===== src/rtl/mdio_pkg.sv =====
// Package: shared command-word layout and frame constants for the MDIO master.
// Assumes a 64-bit frame: 32 preamble ones followed by a 32-bit header and payload.
package mdio_pkg;
    localparam int FRAME_BITS = 64;
    localparam int IDX_W      = $clog2(FRAME_BITS);
    localparam int TA_IDX     = 46;   // first turnaround bit in frame order
    localparam int DATA_IDX   = 48;   // first payload bit in frame order

    typedef enum logic [1:0] {
        OP_ADDR  = 2'd0,
        OP_WRITE = 2'd1,
        OP_RD22  = 2'd2,
        OP_RD45  = 2'd3
    } mdio_op_e;

    typedef struct packed {
        logic       go;
        logic       spare;
        logic [4:0] regad;
        logic [4:0] phy;
        logic [1:0] op;
        logic [1:0] st;
        logic [15:0] data;
    } mdio_cmd_t;

    localparam logic [1:0] TA_DRIVEN = 2'b10;
endpackage


===== src/rtl/mdio_clkgen.sv =====
// Module: MDC generator. It divides clk by 2*HALF_DIV while run is high and
// flags the system cycle just before each MDC edge.
// Assumes HALF_DIV >= 2. MDC is held low and the phase counter is cleared when run is low.
module mdio_clkgen #(
    parameter int HALF_DIV = 4
) (
    input  logic clk,
    input  logic rst_n,
    input  logic run,
    output logic mdc,
    output logic rise_evt,
    output logic fall_evt
);
    localparam int CW = (HALF_DIV > 1) ? $clog2(HALF_DIV) : 1;
    localparam logic [CW-1:0] LAST = CW'(HALF_DIV - 1);

    logic [CW-1:0] cnt;
    logic          mdc_q;
    logic          wrap;

    // Phase wrap: MDC toggles at the next clock edge.
    always_comb begin
        wrap     = run && (cnt == LAST);
        rise_evt = wrap && !mdc_q;
        fall_evt = wrap && mdc_q;
    end

    // Phase counter and MDC toggle flop.
    always_ff @(posedge clk) begin
        if (!rst_n || !run) begin
            cnt   <= '0;
            mdc_q <= 1'b0;
        end else if (wrap) begin
            cnt   <= '0;
            mdc_q <= !mdc_q;
        end else begin
            cnt   <= cnt + 1'b1;
        end
    end

    assign mdc = mdc_q;

    AST_EVT_PHASE: assert property (@(posedge clk) disable iff (!rst_n)
        rise_evt |=> mdc) else $error("rise event not followed by MDC high");
endmodule


===== src/rtl/mdio_frame_engine.sv =====
// Module: frame serializer. It loads a 64-bit frame on start, shifts one bit per
// MDC falling edge, releases MDIO for read turnaround/data and captures read bits
// at rising edges.
// Assumes start arrives only while idle. rise_evt/fall_evt come from mdio_clkgen.
module mdio_frame_engine
    import mdio_pkg::*;
(
    input  logic        clk,
    input  logic        rst_n,
    input  logic        start,
    input  logic [1:0]  st,
    input  logic [1:0]  op,
    input  logic [4:0]  phy,
    input  logic [4:0]  regad,
    input  logic [15:0] payload,
    input  logic        rise_evt,
    input  logic        fall_evt,
    input  logic        mdio_i,
    output logic        active,
    output logic        mdio_o,
    output logic        mdio_oe,
    output logic        done,
    output logic [15:0] rd_data
);
    localparam logic [IDX_W-1:0] LAST_IDX = IDX_W'(FRAME_BITS - 1);
    localparam logic [IDX_W-1:0] TA_I     = IDX_W'(TA_IDX);
    localparam logic [IDX_W-1:0] DATA_I   = IDX_W'(DATA_IDX);

    logic [FRAME_BITS-1:0] shreg;
    logic [IDX_W-1:0]      idx;
    logic                  rd_q;
    logic                  active_q;
    logic [1:0]            ta_bits;

    // Turnaround pattern: driven for address/write, don't-care (released) for reads.
    always_comb ta_bits = op[1] ? 2'b00 : TA_DRIVEN;

    // Frame sequencing: load, advance on falling MDC, stop after the last bit.
    always_ff @(posedge clk) begin
        if (!rst_n) begin
            active_q <= 1'b0;
            idx      <= '0;
            shreg    <= '0;
            rd_q     <= 1'b0;
        end else if (start && !active_q) begin
            active_q <= 1'b1;
            idx      <= '0;
            rd_q     <= op[1];
            shreg    <= {{32{1'b1}}, st, op, phy, regad, ta_bits, payload};
        end else if (active_q && fall_evt) begin
            if (idx == LAST_IDX) begin
                active_q <= 1'b0;
            end else begin
                idx   <= idx + 1'b1;
                shreg <= {shreg[FRAME_BITS-2:0], 1'b0};
            end
        end
    end

    // Read capture: shift in MDIO at each rising MDC during the payload bits.
    always_ff @(posedge clk) begin
        if (!rst_n) begin
            rd_data <= '0;
        end else if (active_q && rd_q && rise_evt && idx >= DATA_I) begin
            rd_data <= {rd_data[14:0], mdio_i};
        end
    end

    // Output drive and completion strobe.
    always_comb begin
        active  = active_q;
        mdio_o  = active_q && shreg[FRAME_BITS-1];
        mdio_oe = active_q && !(rd_q && idx >= TA_I);
        done    = active_q && fall_evt && (idx == LAST_IDX);
    end

    AST_PREAMBLE_ONES: assert property (@(posedge clk) disable iff (!rst_n)
        (active_q && idx < IDX_W'(32)) |-> (mdio_oe && mdio_o)) else $error("preamble bit not one");
    AST_OUT_STABLE: assert property (@(posedge clk) disable iff (!rst_n)
        (active_q && !fall_evt) |=> $stable(mdio_o)) else $error("MDIO changed off a falling edge");
    AST_READ_RELEASED: assert property (@(posedge clk) disable iff (!rst_n)
        (active_q && rd_q && rise_evt && idx >= DATA_I) |-> !mdio_oe) else $error("driving during read data");
    AST_DONE_STOPS: assert property (@(posedge clk) disable iff (!rst_n)
        done |=> !active_q) else $error("engine still active after done");
endmodule


===== src/rtl/mdio_mgmt_master.sv =====
// Module: top of the MDIO management master. It holds the command register,
// starts a frame when go is written while idle, and merges read data and clears
// go on completion.
// Assumes the host polls bit 31 before issuing another command.
module mdio_mgmt_master
    import mdio_pkg::*;
#(
    parameter int MDC_HALF_DIV = 4
) (
    input  logic        clk,
    input  logic        rst_n,
    input  logic        cmd_wr,
    input  logic [31:0] cmd_wdata,
    output logic [31:0] cmd_rdata,
    output logic        mdc,
    output logic        mdio_o,
    output logic        mdio_oe,
    input  logic        mdio_i
);
    mdio_cmd_t   cmd_q;
    mdio_cmd_t   wr;
    logic        start;
    logic        run;
    logic        rise_evt;
    logic        fall_evt;
    logic        fr_done;
    logic [15:0] rd_data;

    // Decode the incoming word and qualify a start.
    always_comb begin
        wr    = mdio_cmd_t'(cmd_wdata);
        start = cmd_wr && !cmd_q.go && wr.go;
    end

    // Command register: accept writes only while idle; complete on frame end.
    always_ff @(posedge clk) begin
        if (!rst_n) begin
            cmd_q <= '0;
        end else if (fr_done) begin
            cmd_q.go <= 1'b0;
            if (cmd_q.op[1]) cmd_q.data <= rd_data;
        end else if (cmd_wr && !cmd_q.go) begin
            cmd_q <= wr;
        end
    end

    assign cmd_rdata = cmd_q;

    mdio_clkgen #(.HALF_DIV(MDC_HALF_DIV)) u_clk (
        .clk      (clk),
        .rst_n    (rst_n),
        .run      (run),
        .mdc      (mdc),
        .rise_evt (rise_evt),
        .fall_evt (fall_evt)
    );

    mdio_frame_engine u_eng (
        .clk      (clk),
        .rst_n    (rst_n),
        .start    (start),
        .st       (wr.st),
        .op       (wr.op),
        .phy      (wr.phy),
        .regad    (wr.regad),
        .payload  (wr.data),
        .rise_evt (rise_evt),
        .fall_evt (fall_evt),
        .mdio_i   (mdio_i),
        .active   (run),
        .mdio_o   (mdio_o),
        .mdio_oe  (mdio_oe),
        .done     (fr_done),
        .rd_data  (rd_data)
    );

    AST_IDLE_QUIET: assert property (@(posedge clk) disable iff (!rst_n)
        !cmd_q.go |-> (!mdc && !mdio_oe)) else $error("bus active while idle");
    AST_IGNORE_BUSY: assert property (@(posedge clk) disable iff (!rst_n)
        (cmd_q.go && cmd_wr && !fr_done) |=> (cmd_q == $past(cmd_q))) else $error("write accepted while busy");
    AST_DONE_CLEARS: assert property (@(posedge clk) disable iff (!rst_n)
        fr_done |=> !cmd_q.go) else $error("busy not cleared");
    AST_BUSY_TRACKS_RUN: assert property (@(posedge clk) disable iff (!rst_n)
        run |-> cmd_q.go) else $error("frame running without busy");
endmodule


===== config.mk =====
export PLATFORM = sky130hd
export DESIGN_NAME = mdio_mgmt_master
export DESIGN_NICKNAME = d
export VERILOG_FILES = /design/src/rtl/mdio_pkg.sv /design/src/rtl/mdio_clkgen.sv /design/src/rtl/mdio_frame_engine.sv /design/src/rtl/mdio_mgmt_master.sv
export SDC_FILE = /design/constraint.sdc
export NUM_CORES = 1
export LEC_CHECK = 0
export ABC_AREA = 1
export BUFFER_PORTS_ARGS = -buffer_cell sky130_fd_sc_hd__buf_2
export CAP_MARGIN = 30
export CORE_UTILIZATION = 50
export DETAILED_ROUTE_END_ITERATION = 8
export MAX_ROUTING_LAYER = met4
export PLACE_DENSITY_LB_ADDON = 0.08
export RECOVER_POWER = 25
export SLEW_MARGIN = 5
export SYNTH_ARGS = -nofsm -noshare
export SYNTH_HDL_FRONTEND = slang
export SYNTH_SLANG_ARGS = --single-unit

===== constraint.sdc =====
create_clock -name clk -period 1.65 [get_ports clk]
set_input_delay 0.0825 -clock clk [delete_from_list [all_inputs] [get_ports clk]]
set_output_delay 0.0825 -clock clk [all_outputs]
set_load 0.01 [all_outputs]

== Word-level counts from Yosys, hierarchy flattened ==
Cells that the tools add are included.

* Add/subtract/negate cells: 2
* Order comparisons: 2
* Equal/unequal tests: 4
* Muxes and demuxes: 10
* Bitwise gates (word level): 3
* Reductions and logical operators: 31

{| class="wikitable"
|+ Operator list
! operator !! count
|-
| 64-bit two-way mux || 3
|-
| 16-bit two-way mux || 3
|-
| 1-bit logical AND || 14
|-
| 6-bit >= comparator (second input constant) || 2
|-
| 2-bit AND reduction || 5
|-
| 6-bit by 1-bit adder with 6-bit output (second input constant) || 1
|-
| 6-bit equality test (second input constant) || 1
|-
| 2-bit nonzero test || 3
|-
| 2-bit OR reduction || 3
|-
| 1-bit logical NOT || 5
|-
| 1-bit two-way mux || 3
|-
| 1-bit NOT || 3
|-
| 2-bit by 1-bit adder with 2-bit output (second input constant) || 1
|-
| 2-bit equality test (second input constant) || 1
|-
| 2-bit two-way mux || 1
|-
| 2-bit by 1-bit inequality test with 1-bit output (second input constant) || 1
|-
| 2-bit inequality test (second input constant) || 1
|-
| 1-bit logical OR || 1
|}

* Register bits: 123
* Word-level logic and storage cells: 66

== Depth between registers and ports, before layout ==
Gate-level depths: netlist (run 1).

* Word-level depth: 7
* Mapped depth: 11
* Depth with buffers taken out: 10

== By module ==
A second synthesis (run 1) with hierarchy kept.

* Cells, all modules: 846
* Area total of the unflattened synthesis: 5911.9 um^2

{| class="wikitable"
|+ By module, submodules not included
! module !! instances !! cells each !! area an instance (um^2) !! seq. area each (um^2)
|-
| mdio_frame_engine || 1 || 597 || 4177.8 || 1761.7
|-
| mdio_mgmt_master || 1 || 232 || 1602.8 || 640.6
|-
| mdio_clkgen || 1 || 17 || 131.4 || 60.1
|}

== Least setup slack after synthesis (run 1) ==
Ideal clock, no wire load.

* Path kind: reg-to-reg
* Start point: register u_eng.idx[0]
* End point: register cmd_q, in the netlist cmd_rdata[10]
* Setup time: 0.111 ns
* Arrival time: 1.469 ns
* Setup slack: 0.069 ns
* Cell stages (with the launch flop): 10
* Path buffers: 1
* Clock period less this slack: 1.581 ns
* Path through: dfxtp_1 > ha_1 > nand3_4 > nor2_8 > nand2_4 > nand2_2 > buf_2 > nand3_1 > nand2_1 > nor2_1

* Cells in the longest elaborated chain, start to end: 4

{| class="wikitable"
|+ RTL lines
! what !! RTL line !! RTL
|-
| start, declared || mdio_frame_engine.sv:30 || <nowiki>logic [IDX_W-1:0] idx;</nowiki>
|-
| start signal, assigned || mdio_frame_engine.sv:54 || <nowiki>idx <= idx + 1'b1;</nowiki>
|-
| 6-bit equality test (*) || mdio_frame_engine.sv:74 || <nowiki>done = active_q && fall_evt && (idx == LAST_IDX);</nowiki>
|-
| 1-bit logical AND (*) || mdio_frame_engine.sv:74 ||
|-
| 2-bit inequality test (no line) / 2-bit nonzero test (equally long branches) || -- ||
|-
| 2-bit AND reduction (no line) || -- ||
|-
| end signal, assigned || mdio_mgmt_master.sv:43 || <nowiki>cmd_q <= wr;</nowiki>
|-
| end, declared || mdio_mgmt_master.sv:20 || <nowiki>mdio_cmd_t cmd_q;</nowiki>
|}

Mark *: on every way between the ends. The rest lies on a longest branch, timed or not.
A chain may end at the register's enable or synchronous reset.

== Final worst setup path (run 1) ==
* Start point: register u_clk.cnt[0]
* End point: register u_eng.shreg[28]

* Cells in the longest elaborated chain, start to end: 6

{| class="wikitable"
|+ RTL lines
! what !! RTL line !! RTL
|-
| start, declared || mdio_clkgen.sv:17 || <nowiki>logic [CW-1:0] cnt;</nowiki>
|-
| start signal, assigned || mdio_clkgen.sv:37 || <nowiki>cnt <= cnt + 1'b1;</nowiki>
|-
| 2-bit equality test || mdio_clkgen.sv:23 || <nowiki>wrap = run && (cnt == LAST);</nowiki>
|-
| 1-bit logical AND || mdio_clkgen.sv:23 ||
|-
| 1-bit logical AND || mdio_clkgen.sv:25 || <nowiki>fall_evt = wrap && mdc_q;</nowiki>
|-
| 1-bit logical AND || mdio_frame_engine.sv:50 || <nowiki>end else if (active_q && fall_evt) begin</nowiki>
|-
| 2-bit nonzero test (no line) || -- ||
|-
| 2-bit AND reduction (no line) || -- ||
|-
| end signal, assigned || mdio_frame_engine.sv:49 || <nowiki>shreg <= {{32{1'b1}}, st, op, phy, regad, ta_bits, payload};</nowiki>
|-
| end signal, assigned || mdio_frame_engine.sv:55 || <nowiki>shreg <= {shreg[FRAME_BITS-2:0], 1'b0};</nowiki>
|-
| end, declared || mdio_frame_engine.sv:29 || <nowiki>logic [FRAME_BITS-1:0] shreg;</nowiki>
|}

Every way passes these cells.

==> results.cfg, run 1 <==
[run_status]
status = complete, no violations

[global_routing]
overflow = 0
grt_pass1_vias = 5085
grt_use_total_pct = 27.4
grt_max_degree = 63
antenna_found_initial = 0
grt_pass1_wl_um = 23800

[timing]
finalCritPeriodShare_pct = 98.1
holdWs_ps = 213
rsz0062_at_grt = true
finalHoldViolCount = 0
setup_viol = 0
finalMaxSlewViolations = 0
worst_slack_ps = 31.2
finClkSkew_ps = 5.14
layout_min_cycle_time_ps = 1620
tightest_slew_ps = 548
max_freq_mhz = 618
fin_setup_tns_ps = 0
slew_headroom_pct = 63.5

[synthesis]
synth_xor_area_share_pct = 0.160
syn_area_um2 = 5460
yosysTopAreaCell = dfxtp_1
synth_compound_area_share_pct = 12.4
muxShareOfSynthArea_pct = 0
yosysUniqueCellTypes = 29
synth_adder_area_share_pct = 0.458
syn_nets = 806
yosys_warnings = 0
yosysSeqAreaShare_pct = 45.1
synth_top_area_share_pct = 45.1
synthCells = 768
synth_top_cells_by_count = 192 x nand2_1, 123 x dfxtp_1, 111 x a21oi_1
synth-main-ff-cell = dfxtp_1
synth-simple-area-share_pct = 33.7
synth_area_per_cell_um2 = 7.11
synth_top_family_by_area = simple AND/OR/NAND/NOR gates
synth.most_common_cell = nand2_1
synth_edf_count = 0
synth_area_leaders = dfxtp_1 45%, nand2_1 13%, a21oi_1 10%, nand3_1 8.8%, nor2_1 5.4%
ys_async_sr_fraction_pct = 0
ys_ff_latch = 123

[drt]
drt_iter0_markers = 432
drt-total-wl_um = 15900
route.vias.total = 5618
wl_met2_um = 7940
first_pass_iters = 7
highest_layer = met4
wl_met3_um = 927
met1_length_um = 6580
avgRoutedWirePerCell_um = 15.4
drc = 0
vias_per_cell = 5.47
ant_nets = 0

[critical_path]
worst-path-buf-inv = 2
critPathTopFamily = simple AND/OR/NAND/NOR gates
crit_fanout = 16
required_ps = 2100
cp-start-kind = flip-flop
cp_cell_sequence = ha_4 > nand2_2 > nor2_4 > buf_6 > o21ai_4 > nand2_4 > clkbuf_16 > nand2_1 > a21oi_1
cpPeakStageDelay_ps = 350
arrival_ps = 2070
slowest_stage = dfxtp_2
critical_path_class = flip-flop to flip-flop
cp-end-kind = flip-flop

[floorplanning]
die_x_um = 106
start_util_pct = 52.2
rows = 37
die_h_um = 106
core_um2 = 10500
fp.dieArea_um2 = 11300
ios = 71

[flow_run]
maxCapViolations = 0

[power_and_ir_drop]
peakVddDrop_v = 0.000698
p_total_mw = 7.35
leakage_nw = 3.05
power_density_nw_per_um2 = 1020

[cts]
root_buffer = clkbuf_8
h-tree-depth = 4
clk-insertion-delay-late_ps = 530
cts_buffers = 17
cts_tree = yes
clockBufferDepth = 2
cts.sinks = 123
path_clk_slew_ps = 50

[place]
dp_hpwl_um = 8720
gp_congestion = 0.861
post-place-ws_ps = -54.1
port_buffers = 70
dp_cells = 945

[finish]
layout.cells.non_filler = 1027
nFillCells = 892
nets = 919
antenna_cells = 0
drive_gt1_share_pct = 16.8
areaGrowthSynthToFinish_pct = 31.7

[hold_path]
hold_path.class = input port to flip-flop
## path summary, 6_finish.rpt
| check | to | slack [ps] | cells past startpoint | startpoint |
|---|---|---|---|---|
| setup / recovery | u_eng.shreg[28] | 30 | 9 | u_clk.cnt[0] |
| hold / removal | u_eng.shreg[22] | 210 | 6 | cmd_wdata[31] |
| setup reg to reg | u_eng.shreg[28] | 30 | 9 | u_clk.cnt[0] |
| hold reg to reg | u_clk.cnt[0] | 450 | 1 | u_clk.cnt[0] |
## area by class of cell
cell class                      count  area, um2  area share [%]
Multi-Input combinational cell    550       2660            37.0
Sequential cell                   123       2470            34.4
Timing Repair Buffer              152       1210            16.8
Clock buffer                       28        526            7.31
Tap cell                          136        170            2.37
Inverter                           37        149            2.07
Clock inverter                      1       5.00          0.0696
## sequential cells by signal (all words and copies together), names as in the netlist
register / cells
u_eng.shreg: 64
cmd_rdata: 32
u_eng.rd_data: 16
u_eng.idx: 6
u_clk.cnt: 2
u_clk.mdc: 1
u_eng.active: 1
u_eng.rd_q: 1
## through the flow
stage | util (%) | cell area, um2
6_report | 68.7 | 7190
5_1_grt | 68.7 | 7190
2_1_floorplan | - | 5460
3_5_place_dp | 57.2 | 5990
4_1_cts | 66.0 | 6900
3_3_place_gp | 57.2 | 5990
## layer usage
| layer | up-vias | GRT usage, % |
|---|---|---|
| li1 | 2759 | - |
| met1 | 2638 | 32.5 |
| met2 | 183 | 44.8 |
| met3 | 38 | 6.56 |
| met4 | 0 | 11.0 |
| met5 | - | - |
## cells by family after synthesis
logic type / count (synthesis)
simple gates: 411
compound gates: 135
flops: 123
buf+inv: 96
fa+ha+maj: 2
xor+xnor: 1
## worst min-delay path, cell delays in order
cell,delay [ps]
buf_2,120
buf_4,220
nand4_1,120
nand2_1,50
nand2_1,50
a21oi_1,50
## power breakdown
| group | internal (mW) | switching (mW) | total [mW] |
|---|---|---|---|
| combinational | 0.340 | 0.472 | 0.812 |
| sequential | 3.11 | 0.0801 | 3.19 |
| clock | 2.10 | 1.24 | 3.34 |
## what timing repair did
action / CTS / global route
setup endpoints to repair: 35 / 119
buffers inserted: 3 / 8
hold buffers: 34 / 0
cloned: 0 / 8
resized for setup: 7 / 31
hold endpoints to repair: 71 / 0
pin swaps: 2 / 4
## cells in the final DEF (no fill, tap or decap), types with 4 or more instances in the layout
cell,Yosys,routed
a21oi_1,111,111
buf_12,0,6
buf_2,23,38
buf_4,2,28
buf_6,6,7
clkbuf_1,24,35
clkbuf_16,0,20
clkbuf_8,0,8
dfxtp_1,123,116
dfxtp_2,0,6
dlygate4sd3_1,0,34
inv_1,34,31
nand2_1,192,189
nand2_2,4,5
nand3_1,96,94
nand4_1,27,27
nor2_1,78,75
nor2_4,2,4
o21ai_0,22,22
Power figures use the tool's default switching activity.
==> run 2: changes to the inputs <==
--- a/config.mk
+++ b/config.mk
@@ -5,10 +5,10 @@
 export SDC_FILE = /design/constraint.sdc
 export NUM_CORES = 1
 export LEC_CHECK = 0
-export ABC_AREA = 1
 export BUFFER_PORTS_ARGS = -buffer_cell sky130_fd_sc_hd__buf_2
 export CAP_MARGIN = 30
-export CORE_UTILIZATION = 50
+export CORE_UTILIZATION = 54
+export CTS_BUF_LIST = sky130_fd_sc_hd__clkbuf_4
 export DETAILED_ROUTE_END_ITERATION = 8
 export MAX_ROUTING_LAYER = met4
 export PLACE_DENSITY_LB_ADDON = 0.08
==> results.cfg, run 2 <==
[floorplanning]
core_um2 = 9280
die_h_um = 99.9
start_util_pct = 55.8
die_x_um = 99.9
rows = 35
ios = 71
fp.dieArea_um2 = 9990

[synthesis]
yosysSeqAreaShare_pct = 47.5
ys_async_sr_fraction_pct = 0
synth_area_leaders = dfxtp_1 48%, a21oi_1 9.4%, nand2_1 7.6%, mux2i_1 6.4%, o21ai_0 4.3%
synth_top_cells_by_count = 123 x dfxtp_1, 105 x nand2_1, 97 x a21oi_1
synth_area_per_cell_um2 = 8.76
synth-main-ff-cell = dfxtp_1
syn_area_um2 = 5180
synthCells = 591
yosysTopAreaCell = dfxtp_1
ys_ff_latch = 123
syn_nets = 629
synth_top_area_share_pct = 47.5
yosys_warnings = 0
synth.most_common_cell = dfxtp_1
synth_edf_count = 0
yosysUniqueCellTypes = 40

[power_and_ir_drop]
power_frac_comb_pct = 11.3
swShare_pct = 26.3
power_density_nw_per_um2 = 925
leakage_nw = 2.67
peakVddDrop_v = 0.000537
power_switching_mw = 1.62
seq_power_share_pct = 52.6
p_int_mw = 4.53
clkPwrFrac_pct = 36.1

[critical_path]
cp-end-kind = flip-flop
cpPeakStageDelay_ps = 370
arrival_ps = 2010
critical_path_class = flip-flop to flip-flop
crit_fanout = 14
worst-path-buf-inv = 3
slowest_stage = dfxtp_2
cp-start-kind = flip-flop
critPathTopFamily = compound AO/OA/AOI/OAI gates
required_ps = 2090
cp_cell_sequence = ha_4 > nand3_2 > buf_6 > a31oi_4 > buf_6 > buf_12 > a21oi_1 > a21oi_1

[cts]
clockBufferDepth = 2
path_clk_slew_ps = 120
cts_tree = yes
cts_buffers = 17
h-tree-depth = 4
cts.sinks = 123
clk-insertion-delay-late_ps = 510
root_buffer = clkbuf_4

[finish]
final_area_um2 = 6640
register_area_um2 = 2470
multi_input_area_um2 = 2560
nets = 737
areaGrowthSynthToFinish_pct = 28.3
nFillCells = 731
final_cell_mix = 117 x dfxtp_1, 105 x nand2_1, 97 x a21oi_1, 44 x o21ai_0, 38 x buf_2
antenna_cells = 0
largest_reg_flops = 64
drive_gt1_share_pct = 19.4
regMostFlops = u_eng.shreg
layout_commonest_cell = dfxtp_1

[timing]
tightest_slew_ps = 436
setup_viol = 0
finalHoldViolCount = 0
slew_headroom_pct = 70.9
finalMaxSlewViolations = 0
max_freq_mhz = 636
layout_min_cycle_time_ps = 1570
finClkSkew_ps = 22.6
rsz0062_at_grt = false
finalCritPeriodShare_pct = 95.2
holdWs_ps = 325

[drt]
route.vias.total = 4562
first_pass_iters = 4
drc = 0
avgRoutedWirePerCell_um = 14.7
drt_iter0_markers = 239
drt-total-wl_um = 12400
ant_nets = 0
vias_per_cell = 5.42

[place]
port_buffers = 70
gp_congestion = 0.888
dp_hpwl_um = 7070
placed_area_um2 = 5800

[global_routing]
grt_pass1_wl_um = 19600
grt_max_degree = 117
grt_pass1_vias = 4236
grt_use_total_pct = 25.4
overflow = 0
antenna_found_initial = 0

[run_status]
status = complete, no violations

[flow_run]
maxCapViolations = 0

[hold_path]
hold_path.class = input port to flip-flop
[run 2: per-layer routing]
layer / share of wire (%) / GRT usage (%)
met4: 1.3 / 10.6
met3: 3.0 / 5.08
met2: 48 / 41.2
met1: 48 / 31.1
met5: 0 / -
[run 2: path summary, 6_finish.rpt]
check / startpoint / end / slack [ps] / cells after the start
worst min-delay path: cmd_wdata[30] / cmd_rdata[30] / 320 / 4
worst min register to register: u_eng.shreg[62] / u_eng.shreg[62] / 450 / 2
worst max register to register: u_clk.cnt[0] / u_eng.shreg[26] / 80 / 8
worst max-delay path: u_clk.cnt[0] / u_eng.shreg[26] / 80 / 8
[run 2: timing repair]
action	CTS	global route
pin swaps	0	8
hold buffers	35	0
endpoints found under the hold margin	79	0
buffers inserted	0	5
endpoints found under the setup margin	16	88
gates resized for setup	2	20
cloned	0	6
[run 2: power by group through the flow]
stage / clock network, mW / logic [mW] / registers (mW)
6_report: 2.22 / 0.693 / 3.23
5_1_grt: 2.38 / 0.772 / 3.25
3_5_place_dp: 0 / 0.630 / 3.30
3_3_place_gp: 0 / 0.610 / 3.29
4_1_cts: 2.25 / 0.700 / 3.23
2_1_floorplan: 0 / 0.399 / 3.30
[run 2: cell type report]
cell class	count	area share (%)
clock inverters	15	2.60
multi-input cells	416	38.5
clock buffers	17	1.92
well taps	129	2.43
flip-flops and latches	123	37.2
inverters	2	0.113
repair buffers	139	17.2
[run 2: worst reg2reg max path, delay by kind of cell (launching register included)]
kind            cells  cell delay (ps)
compound gates      3              460
flops               1              370
simple gates        1               90
buf+inv             3              430
fa+ha+maj           1              170
[run 2: metrics by stage]
stage | setup WS [ps] | TNS [ps] | cells | utilization (%) | power (mW)
finish | 78.7 | 0 | 841 | 71.6 | 6.14
global route | 10.9 | 0 | 841 | 71.6 | 6.41
CTS | 8.40 | 0 | 830 | 69.6 | 6.18
detailed placement | -44.4 | -306 | 763 | 62.5 | 3.93
global placement | 19.7 | 0 | 763 | 62.5 | 3.90
floorplan | 10.5 | 0 | 591 | - | 3.70
[run 2: cells by family (layout without fill, tap and decap cells)]
| kind of cell | count (synthesis) | count (layout) | synth area share [%] |
|---|---|---|---|
| adders and majority gates | 2 | 2 | 0.483 |
| AOI/OAI and AO/OA | 198 | 199 | 22.6 |
| muxes | 49 | 49 | 9.86 |
| DFF | 123 | 123 | 47.5 |
| and+or+nand+nor | 163 | 163 | 14.4 |
| xor gates and xnor gates | 3 | 3 | 0.507 |
| buffers and inverters | 53 | 173 | 4.61 |
